`config.mk`:
```
export PLATFORM = sky130hd
export DESIGN_NAME = cfgwin_bridge
export DESIGN_NICKNAME = d
export VERILOG_FILES = /design/src/rtl/cfgwin_pkg.sv /design/src/rtl/cfgwin_check.sv /design/src/rtl/cfgwin_regs.sv /design/src/rtl/cfgwin_fsm.sv /design/src/rtl/cfgwin_bridge.sv
export SDC_FILE = /design/constraint.sdc
export NUM_CORES = 1
export LEC_CHECK = 0
export BUFFER_PORTS_ARGS = -buffer_cell sky130_fd_sc_hd__buf_2
export CORE_ASPECT_RATIO = 1.5
export CORE_MARGIN = 2
export CORE_UTILIZATION = 50
export DETAILED_ROUTE_END_ITERATION = 10
export PLACE_DENSITY = 0.85
export SLEW_MARGIN = 20
export SYNTH_ARGS = -nofsm -noshare
export SYNTH_HDL_FRONTEND = slang
export SYNTH_SLANG_ARGS = --single-unit
```
`constraint.sdc`:
```
create_clock -name clk -period 5.6 [get_ports clk]
set_clock_uncertainty 0.15 [all_clocks]
set_input_delay 0.56 -clock clk [delete_from_list [all_inputs] [get_ports clk]]
set_output_delay 0.56 -clock clk [all_outputs]
set_load 0.1 [all_outputs]
```
`src/rtl/cfgwin_pkg.sv`:
```
package cfgwin_pkg;

  typedef enum logic {ST_IDLE, ST_BANK} bw_state_t;

  function automatic logic [31:0] be_bits(input logic [3:0] be);
    return {{8{be[3]}}, {8{be[2]}}, {8{be[1]}}, {8{be[0]}}};
  endfunction

  function automatic logic [31:0] be_merge(input logic [31:0] old_v,
                                           input logic [31:0] new_v,
                                           input logic [3:0]  be);
    return (old_v & ~be_bits(be)) | (new_v & be_bits(be));
  endfunction

endpackage

```
`src/rtl/cfgwin_check.sv`:
```
module cfgwin_check #(
  parameter int BAR_SIZE = 4096
) (
  input  logic [7:0]  bar_sel,
  input  logic [31:0] len,
  input  logic [31:0] off,
  output logic        legal,
  output logic [3:0]  lmask
);
  localparam logic [32:0] SIZE33 = 33'(BAR_SIZE);

  logic        len_ok;
  logic        aligned;
  logic        in_range;
  logic [32:0] end_pos;

  always_comb begin
    len_ok  = 1'b0;
    aligned = 1'b0;
    lmask   = 4'b0000;
    case (len)
      32'd1: begin len_ok = 1'b1; aligned = 1'b1;           lmask = 4'b0001; end
      32'd2: begin len_ok = 1'b1; aligned = ~off[0];        lmask = 4'b0011; end
      32'd4: begin len_ok = 1'b1; aligned = (off[1:0] == 2'b00); lmask = 4'b1111; end
      default: ;
    endcase
    end_pos  = {1'b0, off} + {1'b0, len};
    in_range = (end_pos <= SIZE33);
    legal    = (bar_sel == 8'd0) && len_ok && aligned && in_range;
  end
endmodule

```
`src/rtl/cfgwin_regs.sv`:
```
module cfgwin_regs
  import cfgwin_pkg::*;
(
  input  logic        clk,
  input  logic        rst_n,
  input  logic        fld_we,
  input  logic [1:0]  fld_sel,
  input  logic [3:0]  be,
  input  logic [31:0] wdata,
  input  logic        win_merge,
  input  logic        win_load,
  input  logic [31:0] win_load_data,
  output logic [7:0]  bar_q,
  output logic [31:0] len_q,
  output logic [31:0] off_q,
  output logic [31:0] win_q
);
  always_ff @(posedge clk) begin
    if (!rst_n) begin
      bar_q <= '0;
      len_q <= '0;
      off_q <= '0;
      win_q <= '0;
    end else begin
      if (fld_we) begin
        case (fld_sel)
          2'd0:    if (be[0]) bar_q <= wdata[7:0];
          2'd1:    len_q <= be_merge(len_q, wdata, be);
          default: off_q <= be_merge(off_q, wdata, be);
        endcase
      end
      if (win_merge)
        win_q <= be_merge(win_q, wdata, be);
      else if (win_load)
        win_q <= win_load_data;
    end
  end
endmodule

```
`src/rtl/cfgwin_fsm.sv`:
```
module cfgwin_fsm
  import cfgwin_pkg::*;
(
  input  logic        clk,
  input  logic        rst_n,
  input  logic        acc,
  input  logic        is_win,
  input  logic        is_write,
  input  logic        legal,
  input  logic [3:0]  be,
  input  logic [31:0] imm_rdata,
  input  logic [31:0] win_q,
  input  logic [3:0]  lmask,
  input  logic        bank_ready,
  input  logic [31:0] bank_rdata,
  output logic        req_ready,
  output logic        bank_valid,
  output logic        bank_write,
  output logic        win_load,
  output logic        rsp_valid,
  output logic [31:0] rsp_rdata,
  output logic        rsp_err
);
  bw_state_t  state;
  logic       wr_q;
  logic [3:0] be_q;

  assign req_ready  = (state == ST_IDLE);
  assign bank_valid = (state == ST_BANK);
  assign bank_write = wr_q;
  assign win_load   = (state == ST_BANK) && bank_ready && !wr_q;

  always_ff @(posedge clk) begin
    if (!rst_n) begin
      state     <= ST_IDLE;
      wr_q      <= 1'b0;
      be_q      <= '0;
      rsp_valid <= 1'b0;
      rsp_rdata <= '0;
      rsp_err   <= 1'b0;
    end else begin
      rsp_valid <= 1'b0;
      case (state)
        ST_IDLE: if (acc) begin
          if (is_win && legal) begin
            state <= ST_BANK;
            wr_q  <= is_write;
            be_q  <= be;
          end else begin
            rsp_valid <= 1'b1;
            rsp_err   <= is_win;
            rsp_rdata <= is_write ? 32'd0
                       : ((is_win ? win_q : imm_rdata) & be_bits(be));
          end
        end
        default: if (bank_ready) begin
          state     <= ST_IDLE;
          rsp_valid <= 1'b1;
          rsp_err   <= 1'b0;
          rsp_rdata <= wr_q ? 32'd0
                     : (bank_rdata & be_bits(lmask) & be_bits(be_q));
        end
      endcase
    end
  end

  assert_hold_R9: assert property (@(posedge clk) disable iff (!rst_n)
    bank_valid && !bank_ready |=> bank_valid && $stable(wr_q));
  assert_busy_R9: assert property (@(posedge clk) disable iff (!rst_n)
    bank_valid |-> !req_ready);
endmodule

```
`src/rtl/cfgwin_bridge.sv`:
```
module cfgwin_bridge
  import cfgwin_pkg::*;
#(
  parameter int BAR_SIZE = 4096,
  parameter int IDX_W    = 10,
  parameter int CAP_BASE = 16,
  localparam int OFF_W   = $clog2(BAR_SIZE)
) (
  input  logic             clk,
  input  logic             rst_n,
  input  logic             cfg_req_valid,
  output logic             cfg_req_ready,
  input  logic             cfg_req_write,
  input  logic [IDX_W-1:0] cfg_req_index,
  input  logic [3:0]       cfg_req_be,
  input  logic [31:0]      cfg_req_wdata,
  output logic             cfg_rsp_valid,
  output logic [31:0]      cfg_rsp_rdata,
  output logic             cfg_rsp_err,
  output logic             bank_req_valid,
  input  logic             bank_req_ready,
  output logic             bank_req_write,
  output logic [OFF_W-1:0] bank_req_offset,
  output logic [3:0]       bank_req_mask,
  output logic [31:0]      bank_req_wdata,
  input  logic [31:0]      bank_rsp_rdata
);
  localparam logic [IDX_W-1:0] IDX_BAR = IDX_W'(CAP_BASE);
  localparam logic [IDX_W-1:0] IDX_LEN = IDX_W'(CAP_BASE + 1);
  localparam logic [IDX_W-1:0] IDX_OFF = IDX_W'(CAP_BASE + 2);
  localparam logic [IDX_W-1:0] IDX_WIN = IDX_W'(CAP_BASE + 3);
  localparam logic [32:0]      SIZE33  = 33'(BAR_SIZE);

  logic        acc, is_win, is_fld, legal, win_load;
  logic [1:0]  fld_sel;
  logic [3:0]  lmask;
  logic [7:0]  bar_q;
  logic [31:0] len_q, off_q, win_q, imm_rdata;

  assign acc    = cfg_req_valid && cfg_req_ready;
  assign is_win = (cfg_req_index == IDX_WIN);

  always_comb begin
    is_fld    = 1'b1;
    fld_sel   = 2'd0;
    imm_rdata = 32'd0;
    if (cfg_req_index == IDX_BAR)      begin fld_sel = 2'd0; imm_rdata = {24'd0, bar_q}; end
    else if (cfg_req_index == IDX_LEN) begin fld_sel = 2'd1; imm_rdata = len_q; end
    else if (cfg_req_index == IDX_OFF) begin fld_sel = 2'd2; imm_rdata = off_q; end
    else is_fld = 1'b0;
  end

  cfgwin_check #(.BAR_SIZE(BAR_SIZE)) u_check (
    .bar_sel(bar_q), .len(len_q), .off(off_q), .legal(legal), .lmask(lmask)
  );

  cfgwin_regs u_regs (
    .clk(clk), .rst_n(rst_n),
    .fld_we(acc && cfg_req_write && is_fld), .fld_sel(fld_sel),
    .be(cfg_req_be), .wdata(cfg_req_wdata),
    .win_merge(acc && cfg_req_write && is_win && legal),
    .win_load(win_load), .win_load_data(bank_rsp_rdata & be_bits(lmask)),
    .bar_q(bar_q), .len_q(len_q), .off_q(off_q), .win_q(win_q)
  );

  cfgwin_fsm u_fsm (
    .clk(clk), .rst_n(rst_n), .acc(acc), .is_win(is_win),
    .is_write(cfg_req_write), .legal(legal), .be(cfg_req_be),
    .imm_rdata(imm_rdata), .win_q(win_q), .lmask(lmask),
    .bank_ready(bank_req_ready), .bank_rdata(bank_rsp_rdata),
    .req_ready(cfg_req_ready), .bank_valid(bank_req_valid),
    .bank_write(bank_req_write), .win_load(win_load),
    .rsp_valid(cfg_rsp_valid), .rsp_rdata(cfg_rsp_rdata), .rsp_err(cfg_rsp_err)
  );

  assign bank_req_offset = off_q[OFF_W-1:0];
  assign bank_req_mask   = lmask;
  assign bank_req_wdata  = win_q;

  assert_legal_R2: assert property (@(posedge clk) disable iff (!rst_n)
    bank_req_valid |-> (bar_q == 8'd0) &&
      (({1'b0, off_q} + 33'($countones(bank_req_mask))) <= SIZE33));
  assert_mask_R4: assert property (@(posedge clk) disable iff (!rst_n)
    bank_req_valid |-> (bank_req_mask == 4'b0001 || bank_req_mask == 4'b0011 ||
                        bank_req_mask == 4'b1111));
  assert_err_nobank_R6: assert property (@(posedge clk) disable iff (!rst_n)
    cfg_rsp_valid && cfg_rsp_err |-> !$past(bank_req_valid));
  assert_stable_R9: assert property (@(posedge clk) disable iff (!rst_n)
    bank_req_valid && !bank_req_ready |=>
      $stable(bank_req_offset) && $stable(bank_req_mask) && $stable(bank_req_wdata));
endmodule

```
==> Yosys cells after proc, flatten, opt, wreduce, memory -nomap -nowiden <==
Cells that the tools add are included.
{ "classes": {"magnitude_cmp": 1, "n_bitwise": 14, "reduce_logical": 24, "n_addsub": 1, "eq_ne": 10, "n_mux": 33} }
{ "op_table": {"columns": ["cell", "n"], "rows": [
  ["2-to-1 mux 32 bit", 12],
  ["bitwise AND 32 bit", 7],
  ["OR 32 bit", 3],
  ["== test 10 x 5 -> 1 bit, second input constant", 4],
  ["adder 32 x 32 -> 33 bit", 1],
  ["less-or-equal comparator 33 x 13 -> 1 bit, second input constant", 1],
  ["== test 32 x 1 -> 1 bit, second input constant", 1],
  ["== test 32 x 2 -> 1 bit, second input constant", 1],
  ["== test 32 x 3 -> 1 bit, second input constant", 1],
  ["NOT 32 bit", 1],
  ["2-to-1 mux 1 bit", 16],
  ["one-hot mux 4 bit (3 select lines)", 1],
  ["logical AND 1 bit", 11],
  ["AND reduction 3 bit", 3],
  ["zero test 8 bit", 1],
  ["2-to-1 mux 2 bit", 3],
  ["zero test 2 bit", 2],
  ["AND reduction 2 bit", 2],
  ["nonzero test 2 bit", 2],
  ["NOT 1 bit", 3],
  ["one-hot mux 1 bit (3 select lines)", 1],
  ["OR reduction 3 bit", 1],
  ["== test 2 x 1 -> 1 bit, second input constant", 1],
  ["!= test 2 x 1 -> 1 bit, second input constant", 1],
  ["3 further kinds", 3]
]} }
{ "totals": {"reg_bits": 144, "output_inout_bits": 85, "elab_cells": 93, "inputBits": 83} }

==> Depth between registers and ports, before layout <==
{ "depth": {"word_depth": 10, "depth_mapped": 13, "ltp_nobuf": 12} }

==> Cells and area by module <==
From an unflattened synthesis, not the netlist that was laid out.
{ "hier_totals": {"cells_unflattened": 1112, "area_unflattened_um2": 9374.0} }
{ "by_module_without_submodules": {"columns": ["mod", "n_inst", "cells_per_inst", "seq_area_each_um2", "area_each_um2"], "rows": [
  ["cfgwin_regs", 1, 451, 2082.0, 4159.0],
  ["cfgwin_check", 1, 300, 0.0, 2174.6],
  ["cfgwin_fsm", 1, 223, 800.8, 2148.3],
  ["cfgwin_bridge", 1, 138, 0.0, 892.1]
]} }

==> Worst setup path after synthesis <==
No wires, ideal clock.
{ "synth_path": {"path_kind": "register -> register", "start": "register (tool-made name)", "end": "register u_fsm.rsp_rdata[10]", "setup_time_ps": 72, "synth_period_minus_slack_ps": 4225, "path_slack_ps": 1375, "t_arrival_ps": 4003, "stages_incl_launch_ff": 14, "t_required_ps": 5378, "n_path_buf": 1, "path_cell_list": "dfxtp_1 ha_1 fa_1 a211oi_4 o21ai_2 a311o_4 a21oi_1 mux2_2 a221o_1 nor4_4 nand3_4 a31oi_4 buf_8 mux2i_1"} }
{ "synth_rtl": {"columns": ["element", "line", "rtl"], "rows": [
  ["end signal: assignment", "cfgwin_fsm.sv:52", "rsp_rdata <= is_write ? 32'd0"],
  ["end signal: assignment", "cfgwin_fsm.sv:60", "rsp_rdata <= wr_q ? 32'd0"],
  ["end: declaration", "cfgwin_fsm.sv:21", "output logic [31:0] rsp_rdata,"]
]} }

==> flow_metrics.tcl <==
set metrics [dict create \
    status "finished clean" \
    cp-start-kind "flop" \
    yosysWarnings 0 \
    required_ps 5800 \
    finalWirelength_um 30030 \
    io_buffer_count 167 \
    powerDensity_nw_per_um2 223.9 \
    grt_pass1_vias 9182 \
    synth_top_family_by_area "simple AND/OR/NAND/NOR gates" \
    fp-row-count 61 \
    synth_cells 1140 \
    cts_resized 0 \
    dieHeight_um 171.0 \
    start_util 0.5053 \
    worst_hold_slack_ps 261.9 \
    grt_pass1_wl_um 46700 \
    wl_per_cell_um 19.86 \
    cts_inserted_buffers 17 \
    worstSetupEndpointType "flop" \
    syn_area_um2 9294 \
    synth_area_per_cell_um2 8.153 \
    grt_use_total 0.2985 \
    fin_crit_ps 4871 \
    io_pins 168 \
    vias 9519 \
    async_reset_ff_frac 0 \
    grt.overflow.total 0 \
    clk_pin_slew_worst_paths_ps 70 \
    r2r_cells 13 \
    leakage_nw 4.759 \
    ys_ff_latch 144 \
    post_cts_buffers 0 \
    drc 0 \
    hold_path_class "input pin to flop" \
    reg2reg_slack_ps 730 \
    cts.htree.levels 4 \
    reg2reg_to "u_fsm.rsp_rdata[21]$_SDFFE_PN0P_" \
    cts_buffer_depth 2 \
    via_per_inst 6.296 \
    synth_compound_area_frac 0.1835 \
    dpl.hpwl_um 20950 \
    synth_edf_count 0 \
    design.die.area_um2 19720 \
    dp_slack_ps 758.9 \
    rsz0062_at_grt "no" \
    finalHoldViolCount 0 \
    final_util 0.5826 \
    n_antenna_cell 0 \
    syn_nets 1256 \
    firstDrtPassIters 6 \
    setup_viol 0 \
    setup_ws_ps 729.1 \
    antenna_found_initial 0 \
    synthAdderAreaFrac 0.04523 \
    cts_tree "done" \
    period_share 0.8698 \
    die_w_um 115.3 \
    synthSimpleGateAreaFrac 0.2640 \
    ant_nets 0 \
    fillers 1640 \
    slew_violations 0 \
    arrival_ps 5070 \
    numClockSinks 144 \
    tns_ps 0 \
    max_freq_mhz 205.3 \
    slew_headroom 0.3277 \
    synth_mux_area_frac 0.1380 \
    synthXorXnorAreaFrac 0.007539 \
    drive_gt1_frac 0.2159 \
    hold_buffers 0 \
    worstPathMaxFanout 33 \
    clkLatencyLatePin_ps 420 \
    dr.first_iter.drc_count 782 \
    synth-main-ff-cell "dfxtp_1" \
    nets 1364 \
    cp-endpoint "u_fsm.rsp_rdata[21]$_SDFFE_PN0P_" \
    cap_violations 0 \
    peakVddDrop_v 0.0001628 \
    yosys.cell_types.count 84 \
    ys_seq_area_frac 0.3102 \
    p_total_mw 2.400 \
    grt_max_degree 77 \
    worstSetupPathType "flop to flop" \
    cts_root_buf "clkbuf_16" \
    gp_congestion 1.005 \
    tightest_slew_ps 1008 \
    core-area_um2 18390 \
    area_growth_pct 15.31 \
]
## cells in the final DEF (no fill, tap or decap), types with 5 or more instances in the layout
master and instances:
nand2_1 175, buf_2 167, dfxtp_1 144, nor2_1 106, a21oi_1 97, mux2i_1 82
o21ai_0 49, nand3_1 43, nor4_1 39, and3b_1 32, ha_1 32, a22oi_1 27
mux2_2 25, clkbuf_16 17, nor3_1 15, and3_1 13, a21o_1 12, inv_1 11
and2_1 10, nand4_1 8, o21a_1 8, mux4_2 8, a32o_1 8, buf_4 8
xnor2_1 5, a211oi_1 5, o211ai_1 5, or3_1 5, nor4_2 5
## where the power goes
group / switching [mW] / internal (mW) / total (mW)
clock network: 0.501 / 0.753 / 1.25
logic: 0.0821 / 0.0387 / 0.121
registers: 0.000159 / 1.02 / 1.02
total: 0.584 / 1.82 / 2.40
## layer usage
layer / vias to the layer above / routed length [µm] / track usage
met4: 0 / 1439 / 0.1666
met1: 4565 / 11280 / 0.3401
met3: 111 / 1861 / 0.04251
li1: 4388 / - / -
met5: - / 0 / 0
met2: 455 / 15450 / 0.5271
## through the flow
| stage | cells | area (µm²) |
|---|---|---|
| after floorplan | 1140 | 9294 |
| after global placement | 1481 | 10080 |
| after detailed placement | 1481 | 10080 |
| after CTS | 1512 | 10710 |
| after global routing | 1512 | 10720 |
| final | 1512 | 10720 |
## cell families (layout without fill, tap and decap cells)
| family | count (synthesis) | in the layout |
|---|---|---|
| AND/OR/NAND/NOR | 481 | 481 |
| XOR/XNOR | 8 | 8 |
| flip-flops | 144 | 144 |
| adder cells (fa/ha/maj) | 33 | 33 |
| buffers and inverters | 99 | 219 |
| multiplexers | 115 | 115 |
| AO/OA/AOI/OAI | 260 | 260 |
## final cells by class
class / instances / area (µm²) / share of cell area
timing repair buffer: 175 / 895.9 / 0.08360
inverter: 13 / 50.05 / 0.004670
sequential: 144 / 2883 / 0.2690
clock buffer: 17 / 425.4 / 0.03970
multi-input combinational: 897 / 5943 / 0.5546
clock inverter: 14 / 203.9 / 0.01903
tap: 252 / 315.3 / 0.02942
## cell usage after synthesis, drive strengths merged, types with 6 or more instances
| master | n | share of area |
|---|---|---|
| a211oi | 6 | 0.0062 |
| a21o | 12 | 0.0097 |
| a21oi | 98 | 0.053 |
| a22oi | 27 | 0.022 |
| a32o | 8 | 0.0086 |
| and2 | 12 | 0.0083 |
| and3 | 13 | 0.0088 |
| and3b | 32 | 0.030 |
| buf | 27 | 0.022 |
| clkbuf | 59 | 0.024 |
| dfxtp | 144 | 0.31 |
| ha | 32 | 0.043 |
| inv | 12 | 0.0048 |
| mux2 | 25 | 0.030 |
| mux2i | 82 | 0.088 |
| mux4 | 8 | 0.019 |
| nand2 | 176 | 0.071 |
| nand3 | 44 | 0.025 |
| nand4 | 12 | 0.011 |
| nor2 | 106 | 0.043 |
| nor3 | 15 | 0.0081 |
| nor4 | 46 | 0.038 |
| o211ai | 6 | 0.0054 |
| o21a | 8 | 0.0065 |
| o21ai | 51 | 0.028 |
## worst max-delay path, stage by stage, from the launching register on
cell and delay [ps]:
dfxtp_1 360, ha_1 250, fa_1 450, a211oi_4 300, o21ai_2 160, a311o_4 480
a21oi_1 230, mux2_2 360, a221o_1 290, nor4_4 530, nand3_4 190, a31oi_4 200
buf_4 550, mux2i_1 260
## how the worst min path moves through the flow
stage                                     from                          to  slack [ps]  cells after the start
floorplan           u_fsm.be_q[0]$_SDFFE_PN0P_  u_fsm.be_q[0]$_SDFFE_PN0P_         280                      2
global placement    u_fsm.be_q[1]$_SDFFE_PN0P_  u_fsm.be_q[1]$_SDFFE_PN0P_         290                      2
detailed placement  u_fsm.be_q[0]$_SDFFE_PN0P_  u_fsm.be_q[0]$_SDFFE_PN0P_         300                      2
CTS                          cfg_req_wdata[28]                        flop         250                      3
global route                 cfg_req_wdata[31]                        flop         260                      3
finish                       cfg_req_wdata[29]                        flop         260                      3
No activity file was read; power rests on OpenSTA's default activity.
